[src/rtl/tmr_sync_pkg.sv]
package tmr_sync_pkg;
  localparam int ADDR_W = 4;
  localparam int CTRL_W = 9;

  localparam logic [ADDR_W-1:0] A_MST_CTRL = 4'd0;
  localparam logic [ADDR_W-1:0] A_MST_PSC  = 4'd1;
  localparam logic [ADDR_W-1:0] A_MST_ARR  = 4'd2;
  localparam logic [ADDR_W-1:0] A_MST_CNT  = 4'd3;
  localparam logic [ADDR_W-1:0] A_SLV_CTRL = 4'd4;
  localparam logic [ADDR_W-1:0] A_SLV_PSC  = 4'd5;
  localparam logic [ADDR_W-1:0] A_SLV_ARR  = 4'd6;
  localparam logic [ADDR_W-1:0] A_SLV_CNT  = 4'd7;
  localparam logic [ADDR_W-1:0] A_FLAG     = 4'd8;

  localparam logic [2:0] MMS_ENABLE = 3'b001;
  localparam logic [2:0] MMS_UPDATE = 3'b010;
  localparam logic [2:0] SMODE_TRIG = 3'b110;
  localparam logic [4:0] TSEL_MST   = 5'b00010;
endpackage

[src/rtl/tmr_core.sv]
module tmr_core #(
  parameter int CNT_W = 16,
  parameter int PSC_W = 16
) (
  input  logic             clk_i,
  input  logic             rst_ni,
  input  logic             cen_i,
  input  logic [PSC_W-1:0] psc_i,
  input  logic [CNT_W-1:0] arr_i,
  input  logic             cnt_wr_i,
  input  logic [CNT_W-1:0] cnt_wdata_i,
  output logic [CNT_W-1:0] cnt_o,
  output logic             uev_o
);
  logic [PSC_W-1:0] psc_q;
  logic [CNT_W-1:0] cnt_q;
  logic             uev_q;
  logic             tick;

  // prescaler sits at zero while disabled, so the first tick lands psc+1 cycles after enable
  assign tick = cen_i && (psc_q >= psc_i);

  always_ff @(posedge clk_i or negedge rst_ni) begin
    if (!rst_ni) begin
      psc_q <= '0;
      cnt_q <= '0;
      uev_q <= 1'b0;
    end else begin
      uev_q <= 1'b0;
      if (!cen_i || tick) psc_q <= '0;
      else                psc_q <= psc_q + 1'b1;
      if (cnt_wr_i) begin
        cnt_q <= cnt_wdata_i;
      end else if (tick) begin
        if (cnt_q == arr_i) begin
          cnt_q <= '0;
          uev_q <= 1'b1;
        end else begin
          cnt_q <= cnt_q + 1'b1;
        end
      end
    end
  end

  assign cnt_o = cnt_q;
  assign uev_o = uev_q;

  assert_hold_R2: assert property (@(posedge clk_i) disable iff (!rst_ni)
    (!cen_i && !cnt_wr_i) |=> $stable(cnt_o));
  assert_wrap_R3: assert property (@(posedge clk_i) disable iff (!rst_ni)
    uev_o |-> (cnt_o == '0));
  assert_load_R8: assert property (@(posedge clk_i) disable iff (!rst_ni)
    cnt_wr_i |=> (cnt_o == $past(cnt_wdata_i)));
endmodule

[src/rtl/tmr_slave_ctrl.sv]
module tmr_slave_ctrl import tmr_sync_pkg::*; (
  input  logic       clk_i,
  input  logic       rst_ni,
  input  logic       mst_trgo_i,
  input  logic [4:0] tsel_i,
  input  logic [2:0] smode_i,
  input  logic       sw_cen_wr_i,
  input  logic       sw_cen_i,
  input  logic       flag_wr_i,
  input  logic       flag_wdata_i,
  output logic       cen_o,
  output logic       flag_o
);
  logic trig_in, trig_q, trig_edge;
  logic cen_q, flag_q;

  assign trig_in   = (tsel_i == TSEL_MST) ? mst_trgo_i : 1'b0;
  assign trig_edge = trig_in && !trig_q;

  always_ff @(posedge clk_i or negedge rst_ni) begin
    if (!rst_ni) begin
      trig_q <= 1'b0;
      cen_q  <= 1'b0;
      flag_q <= 1'b0;
    end else begin
      trig_q <= trig_in;
      // hardware start wins over a same-cycle software write
      if (trig_edge && smode_i == SMODE_TRIG) cen_q <= 1'b1;
      else if (sw_cen_wr_i)                   cen_q <= sw_cen_i;
      if (trig_edge)                          flag_q <= 1'b1;
      else if (flag_wr_i && !flag_wdata_i)    flag_q <= 1'b0;
    end
  end

  assign cen_o  = cen_q;
  assign flag_o = flag_q;

  assert_trig_start_R6: assert property (@(posedge clk_i) disable iff (!rst_ni)
    (trig_edge && smode_i == SMODE_TRIG) |=> (cen_o && flag_o));
  assert_flag_sticky_R7: assert property (@(posedge clk_i) disable iff (!rst_ni)
    $fell(flag_o) |-> $past(flag_wr_i && !flag_wdata_i));
  assert_no_start_R10: assert property (@(posedge clk_i) disable iff (!rst_ni)
    (!sw_cen_wr_i && smode_i != SMODE_TRIG && !cen_o) |=> !cen_o);
endmodule

[src/rtl/tmr_sync_pair.sv]
module tmr_sync_pair import tmr_sync_pkg::*; #(
  parameter int CNT_W = 16,
  parameter int PSC_W = 16,
  localparam int WIDE_W = (CNT_W > PSC_W) ? CNT_W : PSC_W,
  localparam int DATA_W = (WIDE_W > CTRL_W) ? WIDE_W : CTRL_W
) (
  input  logic              clk_i,
  input  logic              rst_ni,
  input  logic              wr_en_i,
  input  logic [ADDR_W-1:0] wr_addr_i,
  input  logic [DATA_W-1:0] wr_data_i,
  output logic [CNT_W-1:0]  mst_cnt_o,
  output logic [CNT_W-1:0]  slv_cnt_o,
  output logic              mst_trgo_o,
  output logic              slv_cen_o,
  output logic              slv_trig_flag_o
);
  logic             mst_cen_q;
  logic [2:0]       mms_q, smode_q;
  logic [4:0]       tsel_q;
  logic [PSC_W-1:0] mst_psc_q, slv_psc_q;
  logic [CNT_W-1:0] mst_arr_q, slv_arr_q;
  logic             mst_uev, slv_uev_unused;
  logic             wr_mst_cnt, wr_slv_cnt, wr_slv_ctrl, wr_flag;

  assign wr_mst_cnt  = wr_en_i && (wr_addr_i == A_MST_CNT);
  assign wr_slv_cnt  = wr_en_i && (wr_addr_i == A_SLV_CNT);
  assign wr_slv_ctrl = wr_en_i && (wr_addr_i == A_SLV_CTRL);
  assign wr_flag     = wr_en_i && (wr_addr_i == A_FLAG);

  always_ff @(posedge clk_i or negedge rst_ni) begin
    if (!rst_ni) begin
      mst_cen_q <= 1'b0;
      mms_q     <= '0;
      smode_q   <= '0;
      tsel_q    <= '0;
      mst_psc_q <= '0;
      slv_psc_q <= '0;
      mst_arr_q <= '0;
      slv_arr_q <= '0;
    end else if (wr_en_i) begin
      unique case (wr_addr_i)
        A_MST_CTRL: begin
          mst_cen_q <= wr_data_i[0];
          mms_q     <= wr_data_i[3:1];
        end
        A_MST_PSC: mst_psc_q <= wr_data_i[PSC_W-1:0];
        A_MST_ARR: mst_arr_q <= wr_data_i[CNT_W-1:0];
        A_SLV_CTRL: begin
          smode_q <= wr_data_i[3:1];
          tsel_q  <= wr_data_i[8:4];
        end
        A_SLV_PSC: slv_psc_q <= wr_data_i[PSC_W-1:0];
        A_SLV_ARR: slv_arr_q <= wr_data_i[CNT_W-1:0];
        default: ;
      endcase
    end
  end

  always_comb begin
    unique case (mms_q)
      MMS_UPDATE: mst_trgo_o = mst_uev;
      MMS_ENABLE: mst_trgo_o = mst_cen_q;
      default:    mst_trgo_o = 1'b0;
    endcase
  end

  tmr_core #(.CNT_W(CNT_W), .PSC_W(PSC_W)) u_mst (
    .clk_i(clk_i), .rst_ni(rst_ni), .cen_i(mst_cen_q),
    .psc_i(mst_psc_q), .arr_i(mst_arr_q),
    .cnt_wr_i(wr_mst_cnt), .cnt_wdata_i(wr_data_i[CNT_W-1:0]),
    .cnt_o(mst_cnt_o), .uev_o(mst_uev)
  );

  tmr_slave_ctrl u_slv_ctrl (
    .clk_i(clk_i), .rst_ni(rst_ni), .mst_trgo_i(mst_trgo_o),
    .tsel_i(tsel_q), .smode_i(smode_q),
    .sw_cen_wr_i(wr_slv_ctrl), .sw_cen_i(wr_data_i[0]),
    .flag_wr_i(wr_flag), .flag_wdata_i(wr_data_i[0]),
    .cen_o(slv_cen_o), .flag_o(slv_trig_flag_o)
  );

  tmr_core #(.CNT_W(CNT_W), .PSC_W(PSC_W)) u_slv (
    .clk_i(clk_i), .rst_ni(rst_ni), .cen_i(slv_cen_o),
    .psc_i(slv_psc_q), .arr_i(slv_arr_q),
    .cnt_wr_i(wr_slv_cnt), .cnt_wdata_i(wr_data_i[CNT_W-1:0]),
    .cnt_o(slv_cnt_o), .uev_o(slv_uev_unused)
  );

  assert_trgo_upd_R4: assert property (@(posedge clk_i) disable iff (!rst_ni)
    (mms_q == MMS_UPDATE && mst_trgo_o) |-> (mst_cnt_o == '0));
  assert_trgo_idle_R4: assert property (@(posedge clk_i) disable iff (!rst_ni)
    (mms_q != MMS_UPDATE && mms_q != MMS_ENABLE) |-> !mst_trgo_o);
endmodule

[config.mk]
export PLATFORM = sky130hd
export DESIGN_NAME = tmr_sync_pair
export DESIGN_NICKNAME = d
export VERILOG_FILES = /design/src/rtl/tmr_sync_pkg.sv /design/src/rtl/tmr_core.sv /design/src/rtl/tmr_slave_ctrl.sv /design/src/rtl/tmr_sync_pair.sv
export SDC_FILE = /design/constraint.sdc
export NUM_CORES = 1
export LEC_CHECK = 0
export ABC_AREA = 1
export CORE_UTILIZATION = 54
export CTS_CLUSTER_DIAMETER = 40
export DETAILED_ROUTE_END_ITERATION = 10
export GPL_ROUTABILITY_DRIVEN = 1
export GPL_TIMING_DRIVEN = 0
export PLACE_DENSITY_LB_ADDON = 0.08
export SETUP_SLACK_MARGIN = 0.3
export SLEW_MARGIN = 30
export SYNTH_ARGS = -nofsm -noshare
export SYNTH_HDL_FRONTEND = slang
export SYNTH_SLANG_ARGS = --single-unit
[constraint.sdc]
create_clock -name clk_i -period 1.8 [get_ports clk_i]
set_input_delay 0.36 -clock clk_i [delete_from_list [all_inputs] [get_ports clk_i]]
set_output_delay 0.36 -clock clk_i [all_outputs]
set_load 0.01 [all_outputs]
; Word-level counts from Yosys, hierarchy flattened
; Index checks and enable logic that the tools add are counted.
[word_totals]
out_inout_bits = 35
input_bits = 23
reg_bits = 144
[op_classes]
addsub = 4
n_eq_ne = 14
order_cmp = 2
muxes = 17
reduce_logical = 26
[ops]
columns = operator, count
row1 = 16-bit 2-to-1 mux, 8
row2 = 16-bit by 1-bit adder with 16-bit output (second input constant), 4
row3 = 16-bit == test, 2
row4 = 16-bit >= comparator, 2
row5 = 4-bit by 3-bit == test with 1-bit output (second input constant), 4
row6 = 2-bit AND reduction, 6
row7 = 1-bit logical AND, 9
row8 = 4-bit by 2-bit == test with 1-bit output (second input constant), 2
row9 = 1-bit 2-to-1 mux, 8
row10 = 2-bit nonzero test, 4
row11 = 5-bit by 2-bit == test with 1-bit output (second input constant), 1
row12 = 4-bit by 1-bit == test with 1-bit output (second input constant), 1
row13 = 4-bit == test (second input constant), 1
row14 = 1-bit zero test, 4
row15 = 4-bit zero test, 1
row16 = 3-bit by 1-bit == test with 1-bit output (second input constant), 1
row17 = 3-bit by 2-bit == test with 1-bit output (second input constant), 1
row18 = 3-bit == test (second input constant), 1
row19 = 1-bit logical OR, 2
row20 = 1-bit one-hot mux with 2 select lines, 1

; Longest topological paths before layout
[depth]
word_depth = 6
mapped_depth = 16
ltp_nobuf = 15

; By module
; A second synthesis with hierarchy kept.
[hier_totals]
cells_unflattened = 1247
area_unflattened_um2 = 8989.9
[modules_own_cells]
columns = module, cells_per_inst, area_each_um2, instances
row1 = tmr_core, 433, 2812.7, 2
row2 = tmr_sync_pair, 357, 3183.1, 1
row3 = tmr_slave_ctrl, 24, 181.4, 1

; Worst setup path before layout
; Ideal clock, no wire load.
[synth_path]
path_type = register to register
from = register u_mst.psc_q[5]
to = register u_mst.cnt_q[10] (netlist: u_mst.cnt_o[10])
required_ns = 1.683
setup_ns = 0.117
setup_slack_ns = 0.083
synth_period_minus_slack_ns = 1.717
path_stages_with_launch = 15
arrival_ns = 1.601
path_cell_list = dfrtp_1 -> ha_1 -> nand2_1 -> nand2_1 -> nand2_1 -> nand2_1 -> nor2_1 -> nand2_1 -> nand2_1 -> nand2_1 -> nand2_2 -> nand2_4 -> buf_6 -> nand2_1 -> nand2_1
[synth_via]
elab_chain_cells = 3
[synth_rtl]
columns = item, line
row1 = "start, declared", tmr_core.sv:15  ; logic [PSC_W-1:0] psc_q;
row2 = "start signal, assigned", tmr_core.sv:31  ; else psc_q <= psc_q + 1'b1;
row3 = 16-bit >= comparator, tmr_core.sv:21  ; assign tick = cen_i && (psc_q >= psc_i);
row4 = 1-bit logical AND, tmr_core.sv:21
row5 = 2-bit nonzero test (no source line), --
row6 = "end signal, assigned", tmr_core.sv:33  ; cnt_q <= cnt_wdata_i;
row7 = "end signal, assigned", tmr_core.sv:39  ; cnt_q <= cnt_q + 1'b1;
row8 = "end, declared", tmr_core.sv:16  ; logic [CNT_W-1:0] cnt_q;
; No other way between the ends.
; A chain may end at the register's enable or synchronous reset.

; Final worst setup path
[layout_path]
from = register u_slv.psc_q[7]
to = register u_slv.cnt_q[11] (netlist: u_slv.cnt_o[11])
[layout_via]
elab_chain_cells = 3
[layout_rtl]
columns = item, line
row1 = "start, declared", tmr_core.sv:15
row2 = "start signal, assigned", tmr_core.sv:31
row3 = 16-bit >= comparator, tmr_core.sv:21
row4 = 1-bit logical AND, tmr_core.sv:21
row5 = 2-bit nonzero test (no source line), --
row6 = "end signal, assigned", tmr_core.sv:33
row7 = "end signal, assigned", tmr_core.sv:39
row8 = "end, declared", tmr_core.sv:16
; No other way between the ends.

==> impl_metrics.env <==
export IMPL_run_status="finished, violations left"
export IMPL_violations="negative setup slack"
export IMPL_initial_core_util_pct=55.5
export IMPL_synth_area_leaders="dfrtp_1, nand2_1, inv_1, ha_1, o21ai_0"
export IMPL_synth_adder_area_share_pct=5.34
export IMPL_die_h_um=127
export IMPL_synth_top_family_by_area="simple AND/OR/NAND/NOR gates"
export IMPL_drtAntennaViolNets=0
export IMPL_ios=58
export IMPL_num_nets_final=1361
export IMPL_tns_ns=-1.90
export IMPL_first_global_vias=7185
export IMPL_dpl_instance_area_um2=9310
export IMPL_synth_xor_xnor_area_share_pct=3.53
export IMPL_dpl_hpwl_um=15400
export IMPL_multi_input_area_um2=4640
export IMPL_cts_clk_slew_worst_paths_ns=0.06
export IMPL_cts_buffer_depth=2
export IMPL_die_w_um=127
export IMPL_hp_class="in -> async"
export IMPL_cts_tree="done"
export IMPL_setup_viol=40
export IMPL_finalHoldViolCount=0
export IMPL_tightest_slew_ns=0.517
export IMPL_yosysTopAreaCell="dfrtp_1"
export IMPL_drt_iter0_markers=739
export IMPL_synth_cell_types=37
export IMPL_synthesis_nets=1222
export IMPL_clock_sinks=144
export IMPL_finClkSkew_ns=0.0149
export IMPL_synthFlopType="dfrtp_1"
export IMPL_final_max_slew_viol_count=0
export IMPL_ys_seq_area_share_pct=42.7
export IMPL_vias=7974
export IMPL_core_area_um2=15200
export IMPL_synthSimpleGateAreaFrac_pct=32.1
export IMPL_synth_compound_area_share_pct=7.37
export IMPL_syn_area_um2=8440
export IMPL_cp_arrival_ns=2.22
export IMPL_seqCellArea_um2=3640
export IMPL_worstPathMaxFanout=8
export IMPL_power_density_nw_per_um2=1090
export IMPL_worst_hold_slack_ns=0.465
export IMPL_synth_top_area_share_pct=42.7
export IMPL_overflow=0
export IMPL_root_buffer="clkbuf_16"
export IMPL_drt_pass1_iterations=5
export IMPL_synth_top_cells_by_count="nand2_1, inv_1, dfrtp_1"
export IMPL_min_period_ns=1.90
export IMPL_rows=45
export IMPL_finalPower_mw=12.0
export IMPL_synth_edf_count=0
export IMPL_timing_fmax_mhz=526
export IMPL_insertion_delay_ns=0.44
export IMPL_grt_max_degree=84
export IMPL_final_area_um2=11000
export IMPL_route_final_wire_length_um=23600
export IMPL_grt_pass1_wl_um=36700
export IMPL_wl_per_cell_um=15.7
export IMPL_cts_inserted_buffers=17
export IMPL_ys_ff_latch=144
export IMPL_worstSetupStartpointType="register"
export IMPL_synth_most_common_cell="nand2_1"
export IMPL_period_share_pct=106
export IMPL_crit_type="reg -> reg"
export IMPL_die_area_um2=16100
export IMPL_io_buffer_count=57
export IMPL_drc=0
export IMPL_antenna_cells=0
export IMPL_grt_total_usage_pct=29.6
export IMPL_h_tree_depth=4
export IMPL_vdd_drop_max_uv=726
export IMPL_fin_ws_ns=-0.100
export IMPL_final_fill_count=1199
export IMPL_viasPerCell=5.31
export IMPL_gp_congestion=0.893
export IMPL_r2r_setup_slack_ns=-0.10
export IMPL_end_kind="register"
export IMPL_syn_inst=1163
export IMPL_p_leak_nw=5.55
export IMPL_synthMuxAreaShare_pct=0.119
export IMPL_antenna_found_initial=0
export IMPL_layout_drive_gt1_share_pct=22.4
export IMPL_synthToLayoutAreaGrowth_pct=30.1
export IMPL_synthArstFlopShare_pct=100
export IMPL_synth_avg_cell_area_um2=7.26
export IMPL_required_ns=2.12
export IMPL_slew_headroom_pct=65.5
export IMPL_rsz0062_at_grt="true"
export IMPL_ys_warn_count=0
export IMPL_timing_max_cap_violations=0
-- routing by layer --
| layer | track usage (%) | routed length (um) | vias to the layer above |
|---|---|---|---|
| met5 | 0 | 0 | - |
| met4 | 8.26 | 371 | 0 |
| met3 | 5.19 | 1210 | 29 |
| met2 | 45.8 | 11100 | 229 |
| met1 | 42.7 | 10900 | 3777 |
| li1 | - | - | 3939 |
-- stage by stage --
stage                     worst slack, ns  util [%]  cells
after CTS                         -0.0362      68.6   1482
after detailed placement           -0.391      61.3   1409
final                              -0.100      72.2   1503
after global routing               -0.206      72.2   1503
after global placement              -5.45      61.0   1408
after floorplan                     0.131         -   1163
-- worst max-delay path: stages (launching register included) --
cell and delay [ns]:
dfrtp_1 0.44, ha_1 0.33, a21oi_1 0.18, o21a_1 0.17, nand2_2 0.08, nand2_4 0.09, nand2_4 0.07, nand2_8 0.11
nand2_8 0.07, buf_6 0.14, nand2_2 0.06, nand2_1 0.04
-- where the power goes --
part | internal (mW) | total, mW | switching, mW
Clock | 1.95 | 3.50 | 1.56
Sequential | 3.88 | 4.38 | 0.499
Combinational | 1.85 | 4.12 | 2.27
Total | 7.68 | 12.0 | 4.33
-- worst paths after layout --
kind                                    from                to  cells past startpoint
setup / recovery              u_slv.psc_q[7]   u_slv.cnt_o[11]                     11
hold / removal                        rst_ni   u_slv.cnt_o[12]                      2
setup reg to reg              u_slv.psc_q[7]   u_slv.cnt_o[11]                     11
hold reg to reg            u_slv_ctrl.trig_q  u_slv_ctrl.cen_o                      1
max in group asynchronous             rst_ni  u_slv_ctrl.cen_o                      3
min in group clk_i         u_slv_ctrl.trig_q  u_slv_ctrl.cen_o                      1
-- flip-flops by register name (all words and copies together) (netlist names), 3 cells and up --
signal,flops
u_slv.cnt_o,16
u_mst.cnt_o,16
smode_q,3
tsel_q,5
mms_q,3
mst_psc_q,16
slv_psc_q,16
slv_arr_q,16
u_mst.psc_q,16
u_slv.psc_q,16
mst_arr_q,16
-- final cells by class --
| type | instances | share of cell area (%) |
|---|---|---|
| timing repair buffer | 120 | 9.95 |
| inverter | 149 | 5.09 |
| multi-input combinational | 837 | 42.2 |
| clock inverter | 15 | 1.38 |
| tap | 188 | 2.14 |
| clock buffer | 17 | 3.87 |
| sequential | 144 | 33.1 |
| buffer | 33 | 2.19 |
-- cells in the final DEF (no fill, tap or decap), drive strengths merged, types with 29 or more instances in the layout --
cell	synthesis	layout
buf	17	89
clkbuf	16	33
dfrtp	144	144
ha	36	36
inv	149	156
nand2	409	409
nand3	84	84
nor2	119	119
o21ai	87	87
xor2	29	29
-- cell families (layout without fill, tap and decap cells) --
kind of cell | Yosys count | after routing
AO/OA/AOI/OAI | 120 | 120
flip-flops | 144 | 144
XOR/XNOR | 34 | 34
AND/OR/NAND/NOR | 646 | 646
multiplexers | 1 | 1
buffers and inverters | 182 | 334
adder cells (fa/ha/maj) | 36 | 36
-- timing repair --
action | 4_1_cts | 5_1_grt
setup buffers | 38 | 19
setup endpoints to repair | 140 | 152
hold buffers | 1 | 0
resized for setup | 141 | 135
gates cloned | 2 | 2
pin swaps | 15 | 22
hold endpoints to repair | 61 | 0
No activity file was read; power rests on OpenSTA's default activity.
